$ cat src/rtl/i2cseq_pkg.sv
package i2cseq_pkg;

    typedef enum logic [1:0] {
        OP_START = 2'd0,
        OP_STOP  = 2'd1,
        OP_WRITE = 2'd2,
        OP_READ  = 2'd3
    } bus_op_e;

    // Packed so that ign_nak lands on bit 0 of the modifier port.
    typedef struct packed {
        logic force_stop;
        logic flip_dir;
        logic no_start;
        logic no_rd_ack;
        logic ign_nak;
    } msg_mod_t;

    typedef enum logic [2:0] {
        ST_IDLE  = 3'd0,
        ST_START = 3'd1,
        ST_ADDR  = 3'd2,
        ST_DATA  = 3'd3,
        ST_STOP  = 3'd4,
        ST_DRAIN = 3'd5,
        ST_FLUSH = 3'd6
    } seq_st_e;

endpackage

$ cat src/rtl/i2cseq_frame_plan.sv
module i2cseq_frame_plan #(
    parameter int ADDR_W = 7
) (
    input  logic              bus_open_i,
    input  logic              no_start_i,
    input  logic [ADDR_W-1:0] addr_i,
    input  logic              dir_rd_i,
    input  logic              flip_i,
    output logic              need_start_o,
    output logic [ADDR_W:0]   addr_byte_o
);
    // A start is skipped only when the bus is still held and the message
    // asks to continue without one.
    assign need_start_o = !(bus_open_i && no_start_i);
    assign addr_byte_o  = {addr_i, dir_rd_i ^ flip_i};
endmodule

$ cat src/rtl/i2cseq_rx_out.sv
module i2cseq_rx_out #(
    parameter int DATA_W = 8
) (
    input  logic              clk,
    input  logic              rst_n,
    input  logic              capture_i,
    input  logic [DATA_W-1:0] data_i,
    output logic              rx_valid_o,
    output logic [DATA_W-1:0] rx_data_o
);
    typedef struct packed {
        logic              vld;
        logic [DATA_W-1:0] dat;
    } rx_t;

    rx_t rx_d, rx_q;

    always_comb begin
        rx_d     = rx_q;
        rx_d.vld = capture_i;
        if (capture_i) rx_d.dat = data_i;
    end

    always_ff @(posedge clk or negedge rst_n) begin
        if (!rst_n) rx_q <= '0;
        else        rx_q <= rx_d;
    end

    assign rx_valid_o = rx_q.vld;
    assign rx_data_o  = rx_q.dat;

    p_rx_echo_r3: assert property (@(posedge clk) disable iff (!rst_n)
        capture_i |=> (rx_valid_o && rx_data_o == $past(data_i)))
        else $error("p_rx_echo_r3");
endmodule

$ cat src/rtl/i2c_xfer_sequencer.sv
module i2c_xfer_sequencer
    import i2cseq_pkg::*;
#(
    parameter int LEN_W = 8,
    parameter int IDX_W = 4
) (
    input  logic             clk,
    input  logic             rst_n,
    input  logic             msg_valid_i,
    output logic             msg_ready_o,
    input  logic [6:0]       msg_addr_i,
    input  logic             msg_rd_i,
    input  logic [LEN_W-1:0] msg_len_i,
    input  logic [4:0]       msg_mods_i,
    input  logic             msg_last_i,
    input  logic             tx_valid_i,
    output logic             tx_ready_o,
    input  logic [7:0]       tx_data_i,
    output logic             rx_valid_o,
    output logic [7:0]       rx_data_o,
    output logic             cmd_valid_o,
    input  logic             cmd_ready_i,
    output logic [1:0]       cmd_op_o,
    output logic [7:0]       cmd_wdata_o,
    output logic             cmd_mack_o,
    output logic             cmd_noack_o,
    input  logic             rsp_valid_i,
    input  logic             rsp_ack_i,
    input  logic [7:0]       rsp_rdata_i,
    output logic             done_valid_o,
    output logic             done_ok_o,
    output logic [IDX_W-1:0] done_idx_o
);
    localparam int ADDR_W = 7;
    localparam logic [LEN_W-1:0] LEN_ONE = LEN_W'(1);
    localparam logic [IDX_W-1:0] IDX_ONE = IDX_W'(1);

    typedef struct packed {
        seq_st_e           st;
        logic              wait_rsp;
        logic [ADDR_W-1:0] addr;
        logic              rd;
        msg_mod_t          mods;
        logic [LEN_W-1:0]  len;
        logic [LEN_W-1:0]  cnt;
        logic              last;
        logic              bus_open;
        logic              err;
        logic [IDX_W-1:0]  idx;
        logic [LEN_W-1:0]  drain;
        logic              drain_end;
        logic              done_v;
        logic              done_ok;
        logic [IDX_W-1:0]  done_idx;
    } seq_t;

    seq_t    q, d;
    bus_op_e op;
    logic    need_start;
    logic [ADDR_W:0] addr_byte;
    logic    rx_capture;

    i2cseq_frame_plan #(.ADDR_W(ADDR_W)) u_plan (
        .bus_open_i  (q.bus_open),
        .no_start_i  (msg_mods_i[2]),
        .addr_i      (q.addr),
        .dir_rd_i    (q.rd),
        .flip_i      (q.mods.flip_dir),
        .need_start_o(need_start),
        .addr_byte_o (addr_byte)
    );

    i2cseq_rx_out #(.DATA_W(8)) u_rx (
        .clk       (clk),
        .rst_n     (rst_n),
        .capture_i (rx_capture),
        .data_i    (rsp_rdata_i),
        .rx_valid_o(rx_valid_o),
        .rx_data_o (rx_data_o)
    );

    always_comb begin
        d           = q;
        d.done_v    = 1'b0;
        msg_ready_o = 1'b0;
        tx_ready_o  = 1'b0;
        cmd_valid_o = 1'b0;
        op          = OP_START;
        cmd_wdata_o = '0;
        cmd_mack_o  = 1'b0;
        cmd_noack_o = 1'b0;
        rx_capture  = 1'b0;

        unique case (q.st)
            ST_IDLE: begin
                msg_ready_o = 1'b1;
                if (msg_valid_i) begin
                    d.addr = msg_addr_i;
                    d.rd   = msg_rd_i;
                    d.mods = msg_mod_t'(msg_mods_i);
                    d.len  = msg_len_i;
                    d.last = msg_last_i;
                    d.cnt  = '0;
                    d.st   = need_start ? ST_START : ST_DATA;
                end
            end

            ST_START: begin
                if (!q.wait_rsp) begin
                    cmd_valid_o = 1'b1;
                    op          = OP_START;
                    if (cmd_ready_i) d.wait_rsp = 1'b1;
                end else if (rsp_valid_i) begin
                    d.wait_rsp = 1'b0;
                    d.bus_open = 1'b1;
                    d.st       = q.mods.no_start ? ST_DATA : ST_ADDR;
                end
            end

            ST_ADDR: begin
                if (!q.wait_rsp) begin
                    cmd_valid_o = 1'b1;
                    op          = OP_WRITE;
                    cmd_wdata_o = addr_byte;
                    if (cmd_ready_i) d.wait_rsp = 1'b1;
                end else if (rsp_valid_i) begin
                    d.wait_rsp = 1'b0;
                    if (rsp_ack_i || q.mods.ign_nak) begin
                        d.st = ST_DATA;
                    end else begin
                        d.err       = 1'b1;
                        d.drain     = q.rd ? '0 : q.len;
                        d.drain_end = q.last;
                        d.st        = ST_STOP;
                    end
                end
            end

            ST_DATA: begin
                if (q.wait_rsp) begin
                    if (rsp_valid_i) begin
                        d.wait_rsp = 1'b0;
                        if (q.rd) begin
                            rx_capture = 1'b1;
                        end else if (!rsp_ack_i && !q.mods.ign_nak) begin
                            d.err       = 1'b1;
                            d.drain     = q.len - q.cnt;
                            d.drain_end = q.last;
                            d.st        = ST_STOP;
                        end
                    end
                end else if (q.cnt == q.len) begin
                    if (q.last || q.mods.force_stop) begin
                        d.st = ST_STOP;
                    end else begin
                        d.st  = ST_IDLE;
                        d.idx = q.idx + IDX_ONE;
                    end
                end else if (q.rd) begin
                    cmd_valid_o = 1'b1;
                    op          = OP_READ;
                    cmd_mack_o  = (q.cnt != q.len - LEN_ONE);
                    cmd_noack_o = q.mods.no_rd_ack;
                    if (cmd_ready_i) begin
                        d.wait_rsp = 1'b1;
                        d.cnt      = q.cnt + LEN_ONE;
                    end
                end else begin
                    cmd_valid_o = tx_valid_i;
                    op          = OP_WRITE;
                    cmd_wdata_o = tx_data_i;
                    tx_ready_o  = cmd_ready_i;
                    if (tx_valid_i && cmd_ready_i) begin
                        d.wait_rsp = 1'b1;
                        d.cnt      = q.cnt + LEN_ONE;
                    end
                end
            end

            ST_STOP: begin
                if (!q.wait_rsp) begin
                    cmd_valid_o = 1'b1;
                    op          = OP_STOP;
                    if (cmd_ready_i) d.wait_rsp = 1'b1;
                end else if (rsp_valid_i) begin
                    d.wait_rsp = 1'b0;
                    d.bus_open = 1'b0;
                    if (q.err) begin
                        d.st = ST_DRAIN;
                    end else if (q.last) begin
                        d.done_v   = 1'b1;
                        d.done_ok  = 1'b1;
                        d.done_idx = q.idx;
                        d.idx      = '0;
                        d.st       = ST_IDLE;
                    end else begin
                        d.idx = q.idx + IDX_ONE;
                        d.st  = ST_IDLE;
                    end
                end
            end

            ST_DRAIN: begin
                if (q.drain == '0) begin
                    if (q.drain_end) begin
                        d.done_v   = 1'b1;
                        d.done_ok  = 1'b0;
                        d.done_idx = q.idx;
                        d.idx      = '0;
                        d.err      = 1'b0;
                        d.st       = ST_IDLE;
                    end else begin
                        d.st = ST_FLUSH;
                    end
                end else begin
                    tx_ready_o = 1'b1;
                    if (tx_valid_i) d.drain = q.drain - LEN_ONE;
                end
            end

            ST_FLUSH: begin
                msg_ready_o = 1'b1;
                if (msg_valid_i) begin
                    d.drain     = msg_rd_i ? '0 : msg_len_i;
                    d.drain_end = msg_last_i;
                    d.st        = ST_DRAIN;
                end
            end

            default: d.st = ST_IDLE;
        endcase
    end

    always_ff @(posedge clk or negedge rst_n) begin
        if (!rst_n) q <= '0;
        else        q <= d;
    end

    assign cmd_op_o     = op;
    assign done_valid_o = q.done_v;
    assign done_ok_o    = q.done_ok;
    assign done_idx_o   = q.done_idx;

    p_one_outstanding_r13: assert property (@(posedge clk) disable iff (!rst_n)
        q.wait_rsp |-> !cmd_valid_o)
        else $error("p_one_outstanding_r13");

    p_nak_stops_r5: assert property (@(posedge clk) disable iff (!rst_n)
        (q.st == ST_DATA && q.wait_rsp && rsp_valid_i && !q.rd && !rsp_ack_i
         && !q.mods.ign_nak) |=> (q.st == ST_STOP))
        else $error("p_nak_stops_r5");

    p_flush_silent_r5: assert property (@(posedge clk) disable iff (!rst_n)
        (q.st == ST_DRAIN || q.st == ST_FLUSH) |-> !cmd_valid_o)
        else $error("p_flush_silent_r5");

    p_ign_continues_r6: assert property (@(posedge clk) disable iff (!rst_n)
        ((q.st == ST_ADDR || (q.st == ST_DATA && !q.rd)) && q.wait_rsp && rsp_valid_i
         && !rsp_ack_i && q.mods.ign_nak) |=> (q.st == ST_DATA))
        else $error("p_ign_continues_r6");

    p_done_source_r2: assert property (@(posedge clk) disable iff (!rst_n)
        done_valid_o |-> ($past(q.st) == ST_STOP || $past(q.st) == ST_DRAIN))
        else $error("p_done_source_r2");
endmodule

$ cat config.mk
export PLATFORM = sky130hd
export DESIGN_NAME = i2c_xfer_sequencer
export DESIGN_NICKNAME = d
export VERILOG_FILES = /design/src/rtl/i2cseq_pkg.sv /design/src/rtl/i2cseq_frame_plan.sv /design/src/rtl/i2cseq_rx_out.sv /design/src/rtl/i2c_xfer_sequencer.sv
export SDC_FILE = /design/constraint.sdc
export NUM_CORES = 1
export LEC_CHECK = 0
export ABC_CLOCK_PERIOD_IN_PS = 3100
export BUFFER_PORTS_ARGS = -buffer_cell sky130_fd_sc_hd__buf_2
export CELL_PAD_IN_SITES_DETAIL_PLACEMENT = 2
export CELL_PAD_IN_SITES_GLOBAL_PLACEMENT = 2
export CORE_ASPECT_RATIO = 1.25
export CORE_MARGIN = 2
export CORE_UTILIZATION = 35
export CTS_CLUSTER_DIAMETER = 80
export DETAILED_ROUTE_END_ITERATION = 10
export GPL_TIMING_DRIVEN = 0
export PLACE_DENSITY_LB_ADDON = 0.15
export SYNTH_ARGS = -nofsm -noshare
export SYNTH_HDL_FRONTEND = slang
export SYNTH_SLANG_ARGS = --single-unit
$ cat constraint.sdc
create_clock -name clk -period 3.1 [get_ports clk]
set_input_delay 0.62 -clock clk [delete_from_list [all_inputs] [get_ports clk]]
set_output_delay 0.62 -clock clk [all_outputs]
set_load 0.02 [all_outputs]
---- Yosys cells after proc, flatten, opt, wreduce, memory -nomap -nowiden ----
Index checks and enable logic that the tools add are counted.
storage, ports and cells
  bits of input ports ..................... 45
  register bits ........................... 64
  output and inout bits ................... 30
  logic and storage cells ................. 207
operators by class
  mux-type cells .......................... 114
  add/subtract/negate cells ............... 5
  bitwise gates (word level) .............. 1
  reductions and logical operators ........ 28
  equality and inequality tests ........... 37
operators with widths
  operator             number
  $mux 8               13
  $mux 9               9
  $mux 4               12
  $ne 2x2->1 const B   23
  $mux 1               42
  $mux 3               13
  $mux 6               6
  $pmux 8 s2           2
  $pmux 8 s4           1
  $pmux 3 s7           1
  $ne 3x3->1 const B   6
  $reduce_and 9->1     2
  $sub 8x1->8 const B  2
  $reduce_and 13->1    1
  $pmux 4 s3           1
  $pmux 6 s2           1
  $reduce_and 11->1    1
  $mux 5               2
  $reduce_and 10->1    1
  $eq 3x3->1 const B   3
  $reduce_bool 3->1    3
  $add 8x1->8 const B  1
  $eq 8x8->1           1
  $logic_not 8->1      1
  23 further kinds     37

---- Depth between registers and ports, before layout ----
Gate-level depths: netlist (run 1).
  depth after elaboration ................. 7
  gate-level depth with buffers ........... 9
  depth with buffers taken out ............ 9

---- Modules after synthesis ----
From an unflattened synthesis (run 1), not the netlist that was laid out.
unflattened totals
  cell total of the unflattened synthesis .. 471
  area total of the unflattened synthesis .. 4,327.9 um^2
by module, submodules not included
  module              area an instance (um^2)  cells each  seq. area each (um^2)  instances
  i2c_xfer_sequencer  3,906.2                  444         1,376.3                1
  i2cseq_rx_out       356.6                    18          225.2                  1
  i2cseq_frame_plan   65.1                     9           0.0                    1

---- Worst setup path before layout (run 1) ----
No wires, ideal clock.
  path kind ............................... flip-flop to output port
  from .................................... reg q[27] (netlist name)
  to ...................................... out tx_ready_o
  path buffers ............................ 1
  path slack .............................. 431 ps
  required time ........................... 2,480 ps
  arrival time ............................ 2,049 ps
  cell stages (with the launch flop) ...... 9
  cell sequence ........................... dfrtp_1 -> inv_1 -> ha_1 -> and4_2 -> a31oi_1 -> nor2b_1 -> clkbuf_1 -> nand2_1 -> o21ai_0
between the ends
  longest elaborated chain between the ends .. 4
RTL lines
  item                    line                       text
  from (decl)             i2c_xfer_sequencer.sv:57   seq_t q, d;
  from (signal assigned)  i2c_xfer_sequencer.sv:235  if (!rst_n) q <= '0;
  from (signal assigned)  i2c_xfer_sequencer.sv:236  else q <= d;
  $eq 8x8->1              i2c_xfer_sequencer.sv:152  end else if (q.cnt == q.len) begin
  $mux 1                  i2c_xfer_sequencer.sv:152
  $mux 1                  i2c_xfer_sequencer.sv:140  if (q.wait_rsp) begin
  $pmux 1 s2              i2c_xfer_sequencer.sv:94   unique case (q.st)
  to (decl)               i2c_xfer_sequencer.sv:17   output logic tx_ready_o,
No other way between the ends.

---- Final worst setup path (run 1) ----
  from .................................... reg q[24] (netlist name)
  to ...................................... out tx_ready_o
Same word-level chain as after synthesis.

==> impl_results.md, run 1 <==
- Cells after Synth: between 400 and 500
- Die Y: 124 um
- Die Wd: 100 um
- R2R Path End: q[45]$_DFFE_PN0P_
- Root Driver: clkbuf_16
- Most frequent cells after synthesis: dfrtp_1 (64), o21ai_0 (30), mux2_2 (28)
- Top-count cell post-synth: dfrtp_1
- LEAKAGE: 2.25 nW
- Core ar.: 11,500 um^2
- Worst R2R Path Depth: 5
- Clk slew on worst S/H paths: 60 ps
- Routed Antenna Nets: 0
- Power Density: between 1000 and 1500 nW/um^2
- Fin util: 44.4%
- Relative slew slack: 33.5%
- Final hold violations: 0
- Final Net Count: around 560
- FFs w/ async S/R, synth: 100%
- Detailed Route WL: 15,200 um
- Worst-path cell chain: inv_1 -> ha_4 -> and3_4 -> a31oi_4 -> nor2b_4 -> clkbuf_8 -> nand2_1 -> o21ai_0 -> buf_2
- Dpl hpwl: 10,800 um
- Metal3 WL: 413 um
- Syn Area/Cell: 9.85 um^2
- Row cnt: 44
- CP Class: register to output pin
- # DRC: 0
- First-pass GRT wire length: roughly 24,000 um
- Layout cells sized above 1: between 30 and 40%
- Final Max Tran Viols: 0
- Final setup violation count: 0
- Reg-to-reg startpoint: q[54]$_DFFE_PN0P_
- Register area share after synthesis: 39.4%
- Gr usage total: roughly a quarter
- Reg2reg setup slack: 340 ps
- H-Tree Depth: 3
- DRT Pass-1 Iters: 4
- DR vias: 3,736
- Area delta synth->final: 25.1%
- Total Power: 5.63 mW
- Port Buf Inserts: 74
- Met1 WL: 5830 um
- Max-cap violations: 0
- Aggregate global routing overflow: 0
- Mapped Nets: 469
- Largest fanout on the critical path: 8
- Critical path endpoint: tx_ready_o
- Mapped Area: 4060 um^2
- Met2 WL: 8530 um
- Critical Path Start Type: register
- Arrival @ worst endpoint: 2380 ps
- Post-synth EDFFs: 0
- Clock Latency Late Sink: between 300 and 400 ps
- Largest cells by area after synthesis: dfrtp_1 (39%), mux2_2 (7.8%), o21ai_0 (3.7%)
- IR drop worst, VDD: 0.326 mV
- Worst-margin pin slew: 994 ps
- Drt initial violations: 146
- Cell variety after synth: 72
- Clk_skew: 11.0 ps
- Cts bufs inserted: 9
- Synth warn: 0
- Synthesis-stage register bit count: 64
- Yosys top cell area share: 39.4%
- Max Clk Rate: 333 MHz
- Clock buffer depth: 2
- Slowest stage cell on the critical path: dfrtp_2
- Vias/cell: 5.80
- Primary FF master, synth: dfrtp_1
- Critical path data required time: 2480 ps
- Placer Congestion: between 0.8 and 0.9
- Top Layer Used: met4
- Hold Crit Class: input pin to asynchronous set/reset pin
- Min Clock Period, post-route: 3000 ps
- Dominant cell type by area after synthesis: dfrtp_1
- CTS Sinks: 64
- Status: completed
- Initial Util: 35.5%
- Routed WL per cell: 23.6 um
- IO Count: 75
- TritonCTS clock tree: built
- Initial antenna violation count: 1
- Die ar.: 12,500 um^2
- Worst setup path start: q[24]$_DFFE_PN0P_
- Crit. End Element: output pin
- Vias in the first global route: 4,277
- Tcrit/Tclk final: 96.8%
- Largest net degree at the start of global routing: 65
- Fillers: 1,222
- Max incr delay on CP: between 400 and 500 ps
worst max-delay path, delay by kind of cell (launching register included):
kind | cells | cell delay [ps]
AO/OA/AOI/OAI | 2 | 340
buffers and inverters | 3 | 530
AND/OR/NAND/NOR | 3 | 480
flip-flops | 1 | 450
adder cells (fa/ha/maj) | 1 | 240
placed cells by master, fill, tap and decap left out, types with 9 or more instances in the layout:
master	synthesis	layout
a21oi_1	13	13
a22o_1	10	10
buf_2	6	79
clkbuf_16	0	9
dfrtp_1	64	58
inv_1	21	20
mux2_2	28	28
nand2_1	27	27
nand3_1	10	10
nor2_1	26	26
o21ai_0	30	30
xnor2_1	15	14
per-stage QoR:
stage	hold slack (ps)	cells	setup slack (ps)	area (um^2)	setup TNS, ps
floorplan	324	412	431	4060	0
global placement	461	624	-160	4600	-493
detailed placement	479	624	-278	4610	-1430
CTS	432	642	22.5	5040	0
global route	458	644	-3.82	5080	-3.82
finish	399	644	97.9	5080	0
area by class of cell:
type | count | area, um^2 | share of cell area (%)
well taps | 138 | 173 | 3.40
clock inverters | 6 | 115 | 2.27
inverters | 21 | 78.8 | 1.55
flip-flops and latches | 64 | 1610 | 31.7
clock buffers | 10 | 239 | 4.70
diodes | 1 | 2.50 | 0.0493
multi-input cells | 303 | 2300 | 45.3
plain buffers | 24 | 166 | 3.28
repair buffers | 77 | 395 | 7.78
repair_timing:
item                                    in CTS  in global routing
endpoints found under the setup margin      13                  5
pin swaps                                    1                  0
resized for setup                           16                 10
setup buffers                                2                  1
hold buffers                                 0                  0
kinds of logic (layout without fill, tap and decap cells):
family | Yosys count | after routing | share of synthesized area (%)
adder cells (fa/ha/maj) | 12 | 12 | 3.88
XOR/XNOR | 23 | 23 | 4.96
buffers and inverters | 45 | 138 | 5.76
multiplexers | 35 | 35 | 9.61
AND/OR/NAND/NOR | 125 | 125 | 17.4
flip-flops | 64 | 64 | 39.4
other | 0 | 1 | 0
AO/OA/AOI/OAI | 108 | 108 | 18.9
sequential cells by signal, summed over array words and instances (netlist names):
register         flops
q                   49
u_rx.rx_data_o       8
done_idx_o           4
done_ok_o            1
done_valid_o         1
u_rx.rx_valid_o      1
worst min-delay path by stage:
stage                                      endpoint  slack (ps)
after floorplan           done_idx_o[0]$_DFFE_PN0P_         320
after CTS                         q[54]$_DFFE_PN0P_         430
after global placement        done_ok_o$_DFFE_PN0P_         460
after global routing              q[54]$_DFFE_PN0P_         460
final                             q[53]$_DFFE_PN0P_         400
after detailed placement      done_ok_o$_DFFE_PN0P_         480
power breakdown:
group | total, mW | switching (mW) | internal, mW
Sequential | 1.50 | 0.348 | 1.15
Clock | 1.24 | 0.424 | 0.812
Combinational | 2.89 | 1.69 | 1.20
Total | 5.63 | 2.46 | 3.17
per-layer routing:
layer	vias to the layer above	GRT usage, %
met1	1938	29.3
met3	23	3.70
li1	1701	-
met2	74	47.3
met4	0	9.67
met5	-	0
Power figures use the tool's default switching activity.
==> run 2: changes to the inputs <==
--- a/config.mk
+++ b/config.mk
@@ -15,7 +15,7 @@
 export CTS_CLUSTER_DIAMETER = 80
 export DETAILED_ROUTE_END_ITERATION = 10
 export GPL_TIMING_DRIVEN = 0
-export PLACE_DENSITY_LB_ADDON = 0.15
+export PLACE_DENSITY_LB_ADDON = 0.3
 export SYNTH_ARGS = -nofsm -noshare
 export SYNTH_HDL_FRONTEND = slang
 export SYNTH_SLANG_ARGS = --single-unit
==> impl_results.md, run 2 (same netlist as run 1, synthesis figures left out) <==
- Clock buffer depth: 2
- Final setup margin: 118 ps
- Logic gate share of total power: 52.1%
- Non-Filler Cell Area, Final: 5010 um^2
- Status: completed
- Dpl hpwl: 10,700 um
- Cell Area, Placed: about 4600 um^2
- Layout cells sized above 1: 33.0%
- Worst-path cell chain: inv_2 -> ha_2 -> and3_2 -> a31oi_4 -> buf_4 -> nand2_1 -> o31ai_1 -> buf_2
- Critical path data required time: 2480 ps
- Die Y: roughly 120 um
- Slowest stage cell on the critical path: dfrtp_1
- Initial Util: 35.5%
- H-Tree Depth: 3
- Max incr delay on CP: 400 ps
- Initial antenna violation count: 0
- Tcrit/Tclk final: 96.2%
- Row cnt: 44
- Clock Latency Late Sink: 340 ps
- Clk_skew: 5.57 ps
- Clk pwr share: 21.1%
- Vias in the first global route: 4,050
- Die Wd: between 100 and 150 um
- Drt initial violations: 150
- Gr usage total: 24.0%
- Root Driver: clkbuf_16
- Crit. End Element: output pin
- Largest net degree at the start of global routing: 65
- Final Net Count: approximately 560
- Final Max Tran Viols: 0
- Most frequent cells in the layout: buf_2 (78), dfrtp_1 (62), o21ai_0 (30)
- Max-cap violations: 0
- Core ar.: between 10,000 and 15,000 um^2
- IR drop worst, VDD: between 0.3 and 0.4 mV
- RSZ-0062 raised after global routing: false
- Fillers: 1,263
- Routed Antenna Nets: 0
- Multi-input logic area: 2260 um^2
- LEAKAGE: approximately 2.2 nW
- Arrival @ worst endpoint: 2360 ps
- Setup TNS: 0 ps
- Detailed Route WL: 14,500 um
- Area delta synth->final: 23.5%
- TritonCTS clock tree: built
- Reg area: 1600 um^2
- Most common cell after layout, fill and taps aside: buf_2
- Flop pwr share: 26.8%
- Min Clock Period, post-route: 2980 ps
- Final hold violations: 0
- IO Count: 75
- DRT Pass-1 Iters: 4
- DR vias: 3,727
- Final setup violation count: 0
- Die ar.: between 10,000 and 15,000 um^2
- Aggregate global routing overflow: 0
- Max Clk Rate: ~340 MHz
- Hold Crit Class: input pin to asynchronous set/reset pin
- Antenna cells: 0
- Critical Path Start Type: register
- Relative slew slack: 40.3%
- Clk slew on worst S/H paths: approximately 60 ps
- Routed WL per cell: roughly 23 um
- Max reg flops: between 40 and 50
- NetSw: roughly 2.4 mW
- Total Power: 5.46 mW
- Internal: 3.05 mW
- # DRC: 0
- Worst-margin pin slew: 895 ps
- CP Class: register to output pin
- Placer Congestion: 0.821
- First-pass GRT wire length: 22,800 um
- Top reg by flops: q
- Placed cell count: about 620
- CTS Sinks: 64
- Power Density: approximately 1100 nW/um^2
- Post-Place Setup Slack: -222 ps
- Switching Fraction: 44.2%
- Final Non-Filler Cells: 644
- Largest fanout on the critical path: 6
- Port Buf Inserts: 74
- Cts bufs inserted: 9
- Vias/cell: ~5.8
## run 2: path summary, 6_finish.rpt
path,start,to,slack (ps),cells after the start
hold / removal,rst_n,q[9]$_DFFE_PN0P_,400,1
min in group clk,done_ok_o$_DFFE_PN0P_,done_ok_o$_DFFE_PN0P_,470,1
setup / recovery,q[24]$_DFFE_PN0P_,cmd_op_o[0],120,8
setup reg to reg,q[7]$_DFFE_PN0P_,q[18]$_DFFE_PN0P_,500,7
max in group asynchronous,rst_n,q[32]$_DFFE_PN0P_,2050,1
hold reg to reg,done_ok_o$_DFFE_PN0P_,done_ok_o$_DFFE_PN0P_,470,1
## run 2: what timing repair did
action | CTS | global route
setup buffers | 3 | 1
hold buffers | 0 | 0
resized for setup | 7 | 11
cloned | 0 | 0
pin swaps | 1 | 0
setup endpoints to repair | 13 | 11
hold endpoints to repair | 0 | 0
## run 2: stage by stage
step | hold slack (ps) | util (%)
CTS | 437 | 43.5
floorplan | 324 | -
detailed placement | 461 | 40.2
finish | 403 | 43.8
global placement | 457 | 40.2
global route | 465 | 43.8
## run 2: power groups by stage
stage                     combinational [mW]  clock, mW  sequential, mW
final                                   2.84       1.15            1.46
after global routing                    3.10       1.19            1.52
after floorplan                         1.92          0            1.42
after global placement                  2.60          0            1.44
after detailed placement                2.72          0            1.47
after CTS                               2.78       1.16            1.46
## run 2: routing by layer
layer	wire, um	up-vias	track usage (%)	share of wire, %
li1	-	1703	-	-
met1	5960	1923	28.7	41
met2	7830	73	42.9	54
met3	309	28	4.21	2.1
met4	403	0	7.82	2.8
met5	0	-	0	0
## run 2: worst max-delay path, delay by kind of cell, from the launching register on
kind	cells	cell delay [ps]
AO/OA/AOI/OAI	2	370
buffers and inverters	3	510
AND/OR/NAND/NOR	2	420
adder cells (fa/ha/maj)	1	320
flip-flops	1	400
## run 2: final cells by class
type	instances	share of cell area, %
repair buffers	78	8.09
clock inverters	7	2.05
multi-input cells	303	45.2
inverters	21	1.57
well taps	138	3.44
plain buffers	24	3.20
clock buffers	9	4.49
flip-flops and latches	64	32.0
